[src/rtl/i2c_rd_pkg.sv]
package i2c_rd_pkg;
  typedef enum logic [2:0] {
    ST_IDLE,
    ST_ADDR,
    ST_AACK,
    ST_WDATA,
    ST_WACK,
    ST_RDATA,
    ST_RACK,
    ST_SKIP
  } rd_state_e;
endpackage

[src/rtl/i2c_rd_sync.sv]
module i2c_rd_sync #(
  parameter int SYNC_STAGES = 2
) (
  input  logic clk_i,
  input  logic rst_ni,
  input  logic scl_i,
  input  logic sda_i,
  output logic sda_o,
  output logic scl_rise_o,
  output logic scl_fall_o,
  output logic start_o,
  output logic stop_o
);
  localparam int SR_W = SYNC_STAGES + 1;

  logic [SR_W-1:0] scl_sr, sda_sr;
  logic scl_now, scl_prv, sda_now, sda_prv;

  always_ff @(posedge clk_i or negedge rst_ni) begin
    if (!rst_ni) begin
      scl_sr <= '1;
      sda_sr <= '1;
    end else begin
      scl_sr <= {scl_sr[SR_W-2:0], scl_i};
      sda_sr <= {sda_sr[SR_W-2:0], sda_i};
    end
  end

  assign scl_now = scl_sr[SYNC_STAGES-1];
  assign scl_prv = scl_sr[SYNC_STAGES];
  assign sda_now = sda_sr[SYNC_STAGES-1];
  assign sda_prv = sda_sr[SYNC_STAGES];

  assign sda_o      = sda_now;
  assign scl_rise_o = scl_now & ~scl_prv;
  assign scl_fall_o = ~scl_now & scl_prv;
  // SDA edge while SCL stays high
  assign start_o    = scl_now & scl_prv & sda_prv & ~sda_now;
  assign stop_o     = scl_now & scl_prv & ~sda_prv & sda_now;
endmodule

[src/rtl/i2c_rd_ptr.sv]
module i2c_rd_ptr #(
  parameter int PTR_W = 17
) (
  input  logic             clk_i,
  input  logic             rst_ni,
  input  logic             load_i,
  input  logic [PTR_W-1:0] load_val_i,
  input  logic             inc_i,
  output logic [PTR_W-1:0] ptr_o
);
  always_ff @(posedge clk_i or negedge rst_ni) begin
    if (!rst_ni)     ptr_o <= '0;
    else if (load_i) ptr_o <= load_val_i;
    else if (inc_i)  ptr_o <= ptr_o + 1'b1;  // natural wrap
  end
endmodule

[src/rtl/i2c_rd_fsm.sv]
module i2c_rd_fsm
  import i2c_rd_pkg::*;
#(
  parameter logic [6:0] DEV_ADDR = 7'h21,
  parameter int         PTR_W    = 17
) (
  input  logic             clk_i,
  input  logic             rst_ni,
  input  logic             sda_i,
  input  logic             scl_rise_i,
  input  logic             scl_fall_i,
  input  logic             start_i,
  input  logic             stop_i,
  input  logic [7:0]       mem_data_i,
  output logic             sda_oe_o,
  output logic             rd_req_o,
  output logic             ptr_inc_o,
  output logic             ptr_load_o,
  output logic [PTR_W-1:0] ptr_val_o,
  output rd_state_e        state_o
);
  localparam int ADDR_BYTES = (PTR_W + 7) / 8;
  localparam int WB_W       = ADDR_BYTES * 8;
  localparam int PAD_W      = WB_W - PTR_W;
  localparam int WC_W       = $clog2(ADDR_BYTES + 1);

  rd_state_e       state;
  logic [3:0]      cnt;
  logic [7:0]      sh_rx, sh_tx;
  logic [WB_W-1:0] wbuf;
  logic [WC_W-1:0] wcnt;
  logic            rw, ackd, rd_pend, pad_ok;

  generate
    if (PAD_W > 0) begin : g_pad
      assign pad_ok = (wbuf[WB_W-1:PTR_W] == '0);
    end else begin : g_nopad
      assign pad_ok = 1'b1;
    end
  endgenerate

  always_ff @(posedge clk_i or negedge rst_ni) begin
    if (!rst_ni) begin
      state      <= ST_IDLE;
      cnt        <= '0;
      sh_rx      <= '0;
      sh_tx      <= '0;
      wbuf       <= '0;
      wcnt       <= '0;
      rw         <= 1'b0;
      ackd       <= 1'b0;
      rd_pend    <= 1'b0;
      sda_oe_o   <= 1'b0;
      rd_req_o   <= 1'b0;
      ptr_inc_o  <= 1'b0;
      ptr_load_o <= 1'b0;
    end else begin
      rd_req_o   <= 1'b0;
      ptr_inc_o  <= 1'b0;
      ptr_load_o <= 1'b0;
      rd_pend    <= rd_req_o;
      if (rd_pend) sh_tx <= mem_data_i;

      if (start_i) begin
        state    <= ST_ADDR;
        cnt      <= '0;
        sda_oe_o <= 1'b0;
      end else if (stop_i) begin
        state    <= ST_IDLE;
        sda_oe_o <= 1'b0;
      end else begin
        unique case (state)
          ST_ADDR: begin
            if (scl_rise_i) begin
              sh_rx <= {sh_rx[6:0], sda_i};
              cnt   <= cnt + 1'b1;
            end else if (scl_fall_i && cnt == 4'd8) begin
              if (sh_rx[7:1] == DEV_ADDR) begin
                sda_oe_o <= 1'b1;
                rw       <= sh_rx[0];
                rd_req_o <= sh_rx[0];
                wcnt     <= '0;
                wbuf     <= '0;
                state    <= ST_AACK;
              end else begin
                state <= ST_SKIP;
              end
            end
          end
          ST_AACK: begin
            if (scl_fall_i) begin
              cnt <= '0;
              if (rw) begin
                sda_oe_o <= ~sh_tx[7];
                sh_tx    <= {sh_tx[6:0], 1'b0};
                cnt      <= 4'd1;
                state    <= ST_RDATA;
              end else begin
                sda_oe_o <= 1'b0;
                state    <= ST_WDATA;
              end
            end
          end
          ST_WDATA: begin
            if (scl_rise_i) begin
              sh_rx <= {sh_rx[6:0], sda_i};
              cnt   <= cnt + 1'b1;
            end else if (scl_fall_i && cnt == 4'd8) begin
              cnt <= '0;
              if (wcnt < WC_W'(ADDR_BYTES)) begin
                sda_oe_o <= 1'b1;
                wbuf     <= (wbuf << 8) | WB_W'(sh_rx);
                wcnt     <= wcnt + 1'b1;
                state    <= ST_WACK;
              end else begin
                state <= ST_SKIP;  // surplus byte: NACK
              end
            end
          end
          ST_WACK: begin
            if (scl_fall_i) begin
              sda_oe_o <= 1'b0;
              state    <= ST_WDATA;
              if (wcnt == WC_W'(ADDR_BYTES) && pad_ok) ptr_load_o <= 1'b1;
            end
          end
          ST_RDATA: begin
            if (scl_fall_i) begin
              if (cnt == 4'd8) begin
                sda_oe_o  <= 1'b0;
                ptr_inc_o <= 1'b1;
                state     <= ST_RACK;
              end else begin
                sda_oe_o <= ~sh_tx[7];
                sh_tx    <= {sh_tx[6:0], 1'b0};
                cnt      <= cnt + 1'b1;
              end
            end
          end
          ST_RACK: begin
            if (scl_rise_i) begin
              ackd     <= ~sda_i;
              rd_req_o <= ~sda_i;
            end else if (scl_fall_i) begin
              if (ackd) begin
                sda_oe_o <= ~sh_tx[7];
                sh_tx    <= {sh_tx[6:0], 1'b0};
                cnt      <= 4'd1;
                state    <= ST_RDATA;
              end else begin
                state <= ST_SKIP;
              end
            end
          end
          default: ;
        endcase
      end
    end
  end

  assign ptr_val_o = wbuf[PTR_W-1:0];
  assign state_o   = state;
endmodule

[src/rtl/i2c_seq_reader.sv]
module i2c_seq_reader
  import i2c_rd_pkg::*;
#(
  parameter logic [6:0] DEV_ADDR    = 7'h21,
  parameter int         PTR_W       = 17,
  parameter int         SYNC_STAGES = 2
) (
  input  logic             clk_i,
  input  logic             rst_ni,
  input  logic             scl_i,
  input  logic             sda_i,
  output logic             sda_oe_o,
  output logic             mem_rd_o,
  output logic [PTR_W-1:0] mem_addr_o,
  input  logic [7:0]       mem_data_i
);
  logic             sda_s, scl_rise, scl_fall, start_det, stop_det;
  logic             ptr_inc, ptr_load;
  logic [PTR_W-1:0] ptr_val;
  rd_state_e        fsm_state;

  i2c_rd_sync #(.SYNC_STAGES(SYNC_STAGES)) u_sync (
    .clk_i      (clk_i),
    .rst_ni     (rst_ni),
    .scl_i      (scl_i),
    .sda_i      (sda_i),
    .sda_o      (sda_s),
    .scl_rise_o (scl_rise),
    .scl_fall_o (scl_fall),
    .start_o    (start_det),
    .stop_o     (stop_det)
  );

  i2c_rd_fsm #(.DEV_ADDR(DEV_ADDR), .PTR_W(PTR_W)) u_fsm (
    .clk_i      (clk_i),
    .rst_ni     (rst_ni),
    .sda_i      (sda_s),
    .scl_rise_i (scl_rise),
    .scl_fall_i (scl_fall),
    .start_i    (start_det),
    .stop_i     (stop_det),
    .mem_data_i (mem_data_i),
    .sda_oe_o   (sda_oe_o),
    .rd_req_o   (mem_rd_o),
    .ptr_inc_o  (ptr_inc),
    .ptr_load_o (ptr_load),
    .ptr_val_o  (ptr_val),
    .state_o    (fsm_state)
  );

  i2c_rd_ptr #(.PTR_W(PTR_W)) u_ptr (
    .clk_i      (clk_i),
    .rst_ni     (rst_ni),
    .load_i     (ptr_load),
    .load_val_i (ptr_val),
    .inc_i      (ptr_inc),
    .ptr_o      (mem_addr_o)
  );
endmodule

[config.mk]
export PLATFORM = sky130hd
export DESIGN_NAME = i2c_seq_reader
export DESIGN_NICKNAME = d
export VERILOG_FILES = /design/src/rtl/i2c_rd_pkg.sv /design/src/rtl/i2c_rd_sync.sv /design/src/rtl/i2c_rd_ptr.sv /design/src/rtl/i2c_rd_fsm.sv /design/src/rtl/i2c_seq_reader.sv
export SDC_FILE = /design/constraint.sdc
export NUM_CORES = 1
export LEC_CHECK = 0
export ABC_CLOCK_PERIOD_IN_PS = 3700
export BUFFER_PORTS_ARGS = -buffer_cell sky130_fd_sc_hd__buf_4
export CORE_ASPECT_RATIO = 1.1
export CORE_MARGIN = 2
export CORE_UTILIZATION = 30
export DETAILED_ROUTE_END_ITERATION = 6
export GPL_TIMING_DRIVEN = 0
export HOLD_SLACK_MARGIN = 0.03
export PLACE_DENSITY = 0.49
export SYNTH_ARGS = -nofsm -noshare
export SYNTH_HDL_FRONTEND = slang
export SYNTH_SLANG_ARGS = --single-unit
[constraint.sdc]
create_clock -name clk_i -period 3.7 [get_ports clk_i]
set_input_delay 1.11 -clock clk_i [delete_from_list [all_inputs] [get_ports clk_i]]
set_output_delay 1.11 -clock clk_i [all_outputs]
set_load 0.02 [all_outputs]
Word level (Yosys, flattened, before mapping)
Index checks and enable logic that the tools add are counted.
{ "classes": {"n_addsub": 3, "mul": 0, "div_mod_pow": 0, "magnitude_cmp": 1, "n_eq_ne": 37, "shifts": 0, "muxes": 91, "bitwise_logic": 16, "n_reduce_logical": 15} }
{ "op_table": {"columns": ["op", "count"], "rows": [
  ["$mux 24", 6],
  ["$mux 8", 10],
  ["$pmux 24 s2", 1],
  ["$mux 4", 11],
  ["$ne 4x3->1 const B", 11],
  ["$mux 3", 14],
  ["$mux 17", 2],
  ["$mux 1", 33],
  ["$or 24x8->24", 1],
  ["$pmux 8 s3", 1],
  ["$pmux 4 s5", 1],
  ["$pmux 3 s6", 1],
  ["$add 17x1->17 const B", 1],
  ["$mux 2", 8],
  ["$reduce_and 13->1", 1],
  ["$ne 3x2->1 const B", 4],
  ["$ne 4x4->1 const B", 3],
  ["$reduce_and 11->1", 1],
  ["$reduce_and 10->1", 1],
  ["$eq 3x3->1 const B", 3],
  ["$ne 3x3->1 const B", 3],
  ["$reduce_and 9->1", 1],
  ["$ne 2x1->1 const B", 4],
  ["$not 1->1", 8],
  ["21 further kinds", 33]
]} }
{ "word_totals": {"ff_bits": 79, "latchBits": 0, "ramBits": 0, "romBits": 0, "input_bits": 12, "out_inout_bits": 19, "wordCells": 179, "mem_count": 0} }

Longest topological paths before layout
{ "logic_depth": {"word_depth": 8, "depth_mapped": 8, "depth_no_buf": 7} }

By module
Synthesis repeated with hierarchy kept, for this count alone.
{ "unflattened": {"hier_cells": 422, "hier_area_um2": 4311.6} }
{ "modules_own_cells": {"columns": ["module", "instances", "cells_per_inst", "area_each_um2", "seq_area_each_um2"], "rows": [
  ["i2c_rd_fsm", 1, 304, 3086.7, 1401.3],
  ["i2c_rd_ptr", 1, 108, 1034.7, 425.4],
  ["i2c_rd_sync", 1, 10, 190.2, 157.7]
]} }

Worst setup path before layout
OpenSTA, ideal clock, no wires.
{ "synth_timing": {"kind": "register -> register", "start": "register u_fsm.sh_rx[4]", "end": "register u_fsm.sda_oe_o", "arrival_time_ps": 1757, "t_required_ps": 3575, "slack_ps": 1818, "stages_incl_launch_ff": 6, "path_cell_list": "dfrtp_1 -> or4b_4 -> nor4_4 -> nand2b_1 -> nand3_1 -> mux2_4"} }
{ "synth_via": {"elab_chain_len": 3} }
{ "synth_rtl": {"columns": ["item", "line", "rtl"], "rows": [
  ["from (decl)", "i2c_rd_fsm.sv:29", "logic [7:0] sh_rx, sh_tx;"],
  ["from (signal assigned)", "i2c_rd_fsm.sv:75", "sh_rx <= {sh_rx[6:0], sda_i};"],
  ["from (signal assigned)", "i2c_rd_fsm.sv:106", "sh_rx <= {sh_rx[6:0], sda_i};"],
  ["$eq 7x6->1", "i2c_rd_fsm.sv:78", "if (sh_rx[7:1] == DEV_ADDR) begin"],
  ["$ne 4x3->1 (no source line)", null, null],
  ["$reduce_and 13->1 (no source line)", null, null],
  ["to (signal assigned)", "i2c_rd_fsm.sv:94", "sda_oe_o <= ~sh_tx[7];"],
  ["to (signal assigned)", "i2c_rd_fsm.sv:134", "sda_oe_o <= ~sh_tx[7];"],
  ["to (signal assigned)", "i2c_rd_fsm.sv:146", "sda_oe_o <= ~sh_tx[7];"],
  ["to (decl)", "i2c_rd_fsm.sv:15", "output logic sda_oe_o,"]
]} }
No other way between the ends.
A chain may end at the register's enable or synchronous reset.

Worst setup path in the final report
{ "layout_timing": {"start": "register u_sync.scl_sr[2]", "end": "register u_fsm.cnt[0]"} }
{ "layout_via": {"elab_chain_len": 6, "word_cells_on_any_way": 24} }
{ "layout_rtl": {"columns": ["item", "line", "rtl"], "rows": [
  ["from (decl)", "i2c_rd_sync.sv:16", "logic [SR_W-1:0] scl_sr, sda_sr;"],
  ["from (signal assigned)", "i2c_rd_sync.sv:24", "scl_sr <= {scl_sr[SR_W-2:0], scl_i};"],
  ["branches (longest 6 deep; another with $reduce_and 10->1)", null, null],
  ["to (signal assigned)", "i2c_rd_fsm.sv:76", "cnt <= cnt + 1'b1;"],
  ["to (signal assigned)", "i2c_rd_fsm.sv:107", "cnt <= cnt + 1'b1;"],
  ["to (signal assigned)", "i2c_rd_fsm.sv:136", "cnt <= cnt + 1'b1;"],
  ["to (decl)", "i2c_rd_fsm.sv:28", "logic [3:0] cnt;"]
]} }
Several ways; the timed one is not identified. The select of a mux whose other input is x is not followed.

==> impl_metrics.py <==
metrics = {
    "run_status": {
        "status": "complete, no violations",
    },
    "sta": {
        "setup_viol": 0,
        "setup_tns_ps": 0,
        "rsz0062_at_grt": "no",
        "hold_viol": 0,
        "drv_slew": 0,
        "max_freq_mhz": 451,
        "period_share": 0.599,
        "fin_skew_ps": 6.93,
        "worst_pin_slew_ps": 988,
        "slew-limit-headroom": 0.342,
        "fin_crit_ps": 2210,
    },
    "floorplanning": {
        "start_util": 0.305,
        "fp.dieW_um": 114,
        "pin_count": 31,
        "die_height_um": 125,
        "core_region_area_um2": 13200,
        "dieArea_um2": 14300,
        "rows": 44,
    },
    "routing": {
        "vias": 3021,
        "totalWireLength_um": 9210,
        "dr.pass1.iters": 4,
        "post_drt_wl_per_cell_um": 15.0,
        "drtIter0Drc": 132,
        "drc_errors": 0,
        "viasPerCell": 4.93,
        "ant_nets": 0,
    },
    "synth": {
        "synth-simple-area-share": 0.201,
        "muxShareOfSynthArea": 0.0770,
        "synth_top_flop_cell": "dfrtp_1",
        "postSynthAreaPerCell_um2": 9.89,
        "synth_compound_area_frac": 0.141,
        "syn_nets": 422,
        "synth.cell_area_um2": 4020,
        "synth_top_family_by_area": "simple AND/OR/NAND/NOR gates",
        "synth-async-reset-ratio": 1.00,
        "synth_edf_count": 0,
        "ys_ff_latch": 79,
        "seq_area_frac_synth": 0.494,
        "synth_fa_ha_area_frac": 0.0125,
        "synth-xor-area-share": 0.0371,
        "syn_inst": 406,
        "ys_types": 61,
        "yosysWarnings": 0,
    },
    "cts": {
        "cts_inserted_buffers": 9,
        "cts.sinks": 79,
        "htree_levels": 3,
        "postCtsHoldBufs": 0,
        "post_cts_buffers": 0,
        "cts_tree": "done",
        "clk_path_buf_depth": 2,
        "root_buffer": "clkbuf_16",
        "clkSlewWorstSetupHoldPaths_ps": 60,
        "ctsResizeCount": 0,
        "clock_latency_ps": 340,
    },
    "worst_setup_path": {
        "r2r_cells": 6,
        "cp.arrival_ps": 2440,
        "r2r-start": "u_sync.scl_sr[2]",
        "critPathLaunchType": "flip-flop",
        "reg2reg_to": "u_fsm.cnt[0]",
        "crit_fanout": 10,
        "ff2ff_setup_slack_ps": 1490,
        "critPathSlowestCell": "dfstp_2",
        "path_class": "flip-flop to flip-flop",
        "cpLargestDelayFamily": "simple AND/OR/NAND/NOR gates",
        "critPathBufInv": 1,
        "required_ps": 3920,
        "max_stage_delay_ps": 510,
        "endpoint_kind": "flip-flop",
        "worstPathCellList": "buf_2 > nand2b_1 > o2111ai_1 > o21ai_0 > or2_1 > mux2_2",
    },
    "worst_hold_path": {
        "holdPathStages": 0,
        "min_to": "u_sync.sda_sr[1]",
        "hp-start": "u_sync.sda_sr[0]",
        "min_path_type": "flip-flop to flip-flop",
    },
    "power": {
        "power.leakage_uw": 0.00205,
        "clkPwrFrac": 0.322,
        "pwr_density_cell_nw_per_um2": 668,
        "switching_share": 0.340,
        "power.net_switching_uw": 1090,
        "finalPower_uw": 3200,
        "p_int_uw": 2110,
        "peakVddDrop_v": 0.000267,
        "p_comb_frac": 0.312,
        "pwr-share-seq": 0.366,
    },
    "placement": {
        "port_buffers": 30,
        "gp_congestion": 0.891,
        "hpwl_um": 6640,
    },
    "global_route": {
        "grt_pass1_vias": 3015,
        "grt_max_degree": 80,
        "antenna_found_initial": 0,
        "grt_pass1_wl_um": 15500,
        "grt_overflow": 0,
        "grt_usage": 0.134,
    },
    "job": {
        "cap_violations": 0,
    },
    "finish": {
        "fillCellCount": 1346,
        "syn2layout_area_growth_pct": 19.3,
        "antennaDiodeCount": 0,
        "fin_nets": 463,
        "drive_gt1_frac": 0.208,
    },
}
==> final cells by class <==
cell class / count / area [um2] / area share
flip-flops and latches: 79 / 1980 / 0.414
clock buffers: 10 / 229 / 0.0478
well taps: 161 / 201 / 0.0421
repair buffers: 30 / 225 / 0.0470
inverters: 6 / 22.5 / 0.00470
clock inverters: 6 / 118 / 0.0246
multi-input cells: 299 / 1880 / 0.393
plain buffers: 22 / 128 / 0.0267
==> routing by layer <==
metal | routed length, um | GRT usage
met1 | 4110 | 0.174
met2 | 4640 | 0.226
met3 | 323 | 0.0257
met4 | 128 | 0.0430
met5 | 0 | 0
==> worst reg2reg max path: cells and delay by family, from the launching register on <==
kind,cells,cell delay (ps)
AOI/OAI and AO/OA,2,490
buffers and inverters,1,190
DFF,1,510
muxes,1,290
and+or+nand+nor,2,630
==> how the worst max path moves through the flow <==
stage / to / startpoint / cells past startpoint
5_1_grt: u_fsm.wbuf[23] / u_fsm.cnt[0] / 8
2_1_floorplan: u_fsm.sda_oe_o / u_fsm.sh_rx[4] / 5
4_1_cts: u_fsm.cnt[0] / u_sync.scl_sr[2] / 6
3_5_place_dp: u_fsm.cnt[0] / u_sync.scl_sr[2] / 6
3_3_place_gp: u_fsm.wbuf[19] / u_fsm.cnt[0] / 8
6_report: u_fsm.cnt[0] / u_sync.scl_sr[2] / 6
==> state kept, by name (all words and copies together) (netlist names), 2 cells and up <==
name and count:
u_fsm.cnt 4, u_fsm.sh_rx 8, u_fsm.sh_tx 8, u_fsm.state_o 3
u_fsm.wbuf 24, u_fsm.wcnt 2, u_ptr.ptr_o 17, u_sync.scl_sr 3
u_sync.sda_sr 3
==> per-stage QoR <==
stage               worst slack (ps)  instance area, um2  cells  hold WS (ps)  utilization
finish                          1490                4790    613           355        0.364
global route                    1380                4790    613           357        0.364
CTS                             1500                4790    613           356        0.364
detailed placement              1510                4440    597           347        0.338
global placement                1520                4440    597           346        0.338
floorplan                       1820                4020    406           345            -
==> placed cells by master (no fill, tap or decap), types with 2 or more instances in the layout <==
cell	Yosys	routed
a21oi_1	4	4
and2_1	4	4
and3_1	3	3
buf_2	9	9
buf_4	1	31
buf_6	4	4
bufinv_16	0	3
clkbuf_1	7	8
clkbuf_16	0	9
dfrtp_1	73	73
dfstp_2	6	6
ha_1	4	4
inv_1	6	6
mux2_2	11	11
mux2i_1	17	17
nand2_1	89	89
nand2b_1	9	9
nand3_1	11	11
nand3b_1	3	3
nand4_1	5	5
nor2_1	10	10
nor2b_1	6	6
nor3_1	7	7
nor4_1	3	3
o21ai_0	32	32
o21ai_1	19	19
o21ai_2	8	8
o22ai_1	2	2
o31ai_1	3	3
or3b_2	2	2
xnor2_1	7	7
xor2_1	10	10
==> logic make-up after synthesis <==
kind of cell,after synthesis
simple gates,164
compound gates,85
xor+xnor,17
mux,29
buf+inv,28
flops,79
fa+ha+maj,4
==> synthesized netlist by cell type (2+ instances only) <==
cell       n  share of area
o21ai_1   19          0.024
buf_2      9          0.011
o21ai_2    8          0.017
nor3_1     7         0.0087
o21ai_0   32          0.040
nand3b_1   3         0.0056
a21oi_1    4         0.0050
xnor2_1    7          0.015
mux2i_1   17          0.042
and2_1     4         0.0062
dfrtp_1   73           0.45
xor2_1    10          0.022
o22ai_1    2         0.0031
nand2b_1   9          0.014
or3b_2     2         0.0044
nor2_1    10         0.0093
and3_1     3         0.0047
nor4_1     3         0.0047
nand3_1   11          0.014
clkbuf_1   7         0.0065
nand4_1    5         0.0078
o31ai_1    3         0.0056
nand2_1   89          0.083
buf_6      4          0.011
inv_1      6         0.0056
mux2_2    11          0.031
dfstp_2    6          0.039
ha_1       4          0.012
nor2b_1    6         0.0093
==> power by group through the flow <==
| stage | Clock (uW) | Combinational (uW) | Sequential (uW) |
|---|---|---|---|
| 2_1_floorplan | 0 | 759 | 1150 |
| 3_3_place_gp | 0 | 981 | 1180 |
| 3_5_place_dp | 0 | 997 | 1190 |
| 4_1_cts | 1050 | 1000 | 1170 |
| 5_1_grt | 1080 | 1110 | 1190 |
| 6_report | 1030 | 996 | 1170 |
Power figures use the tool's default switching activity.
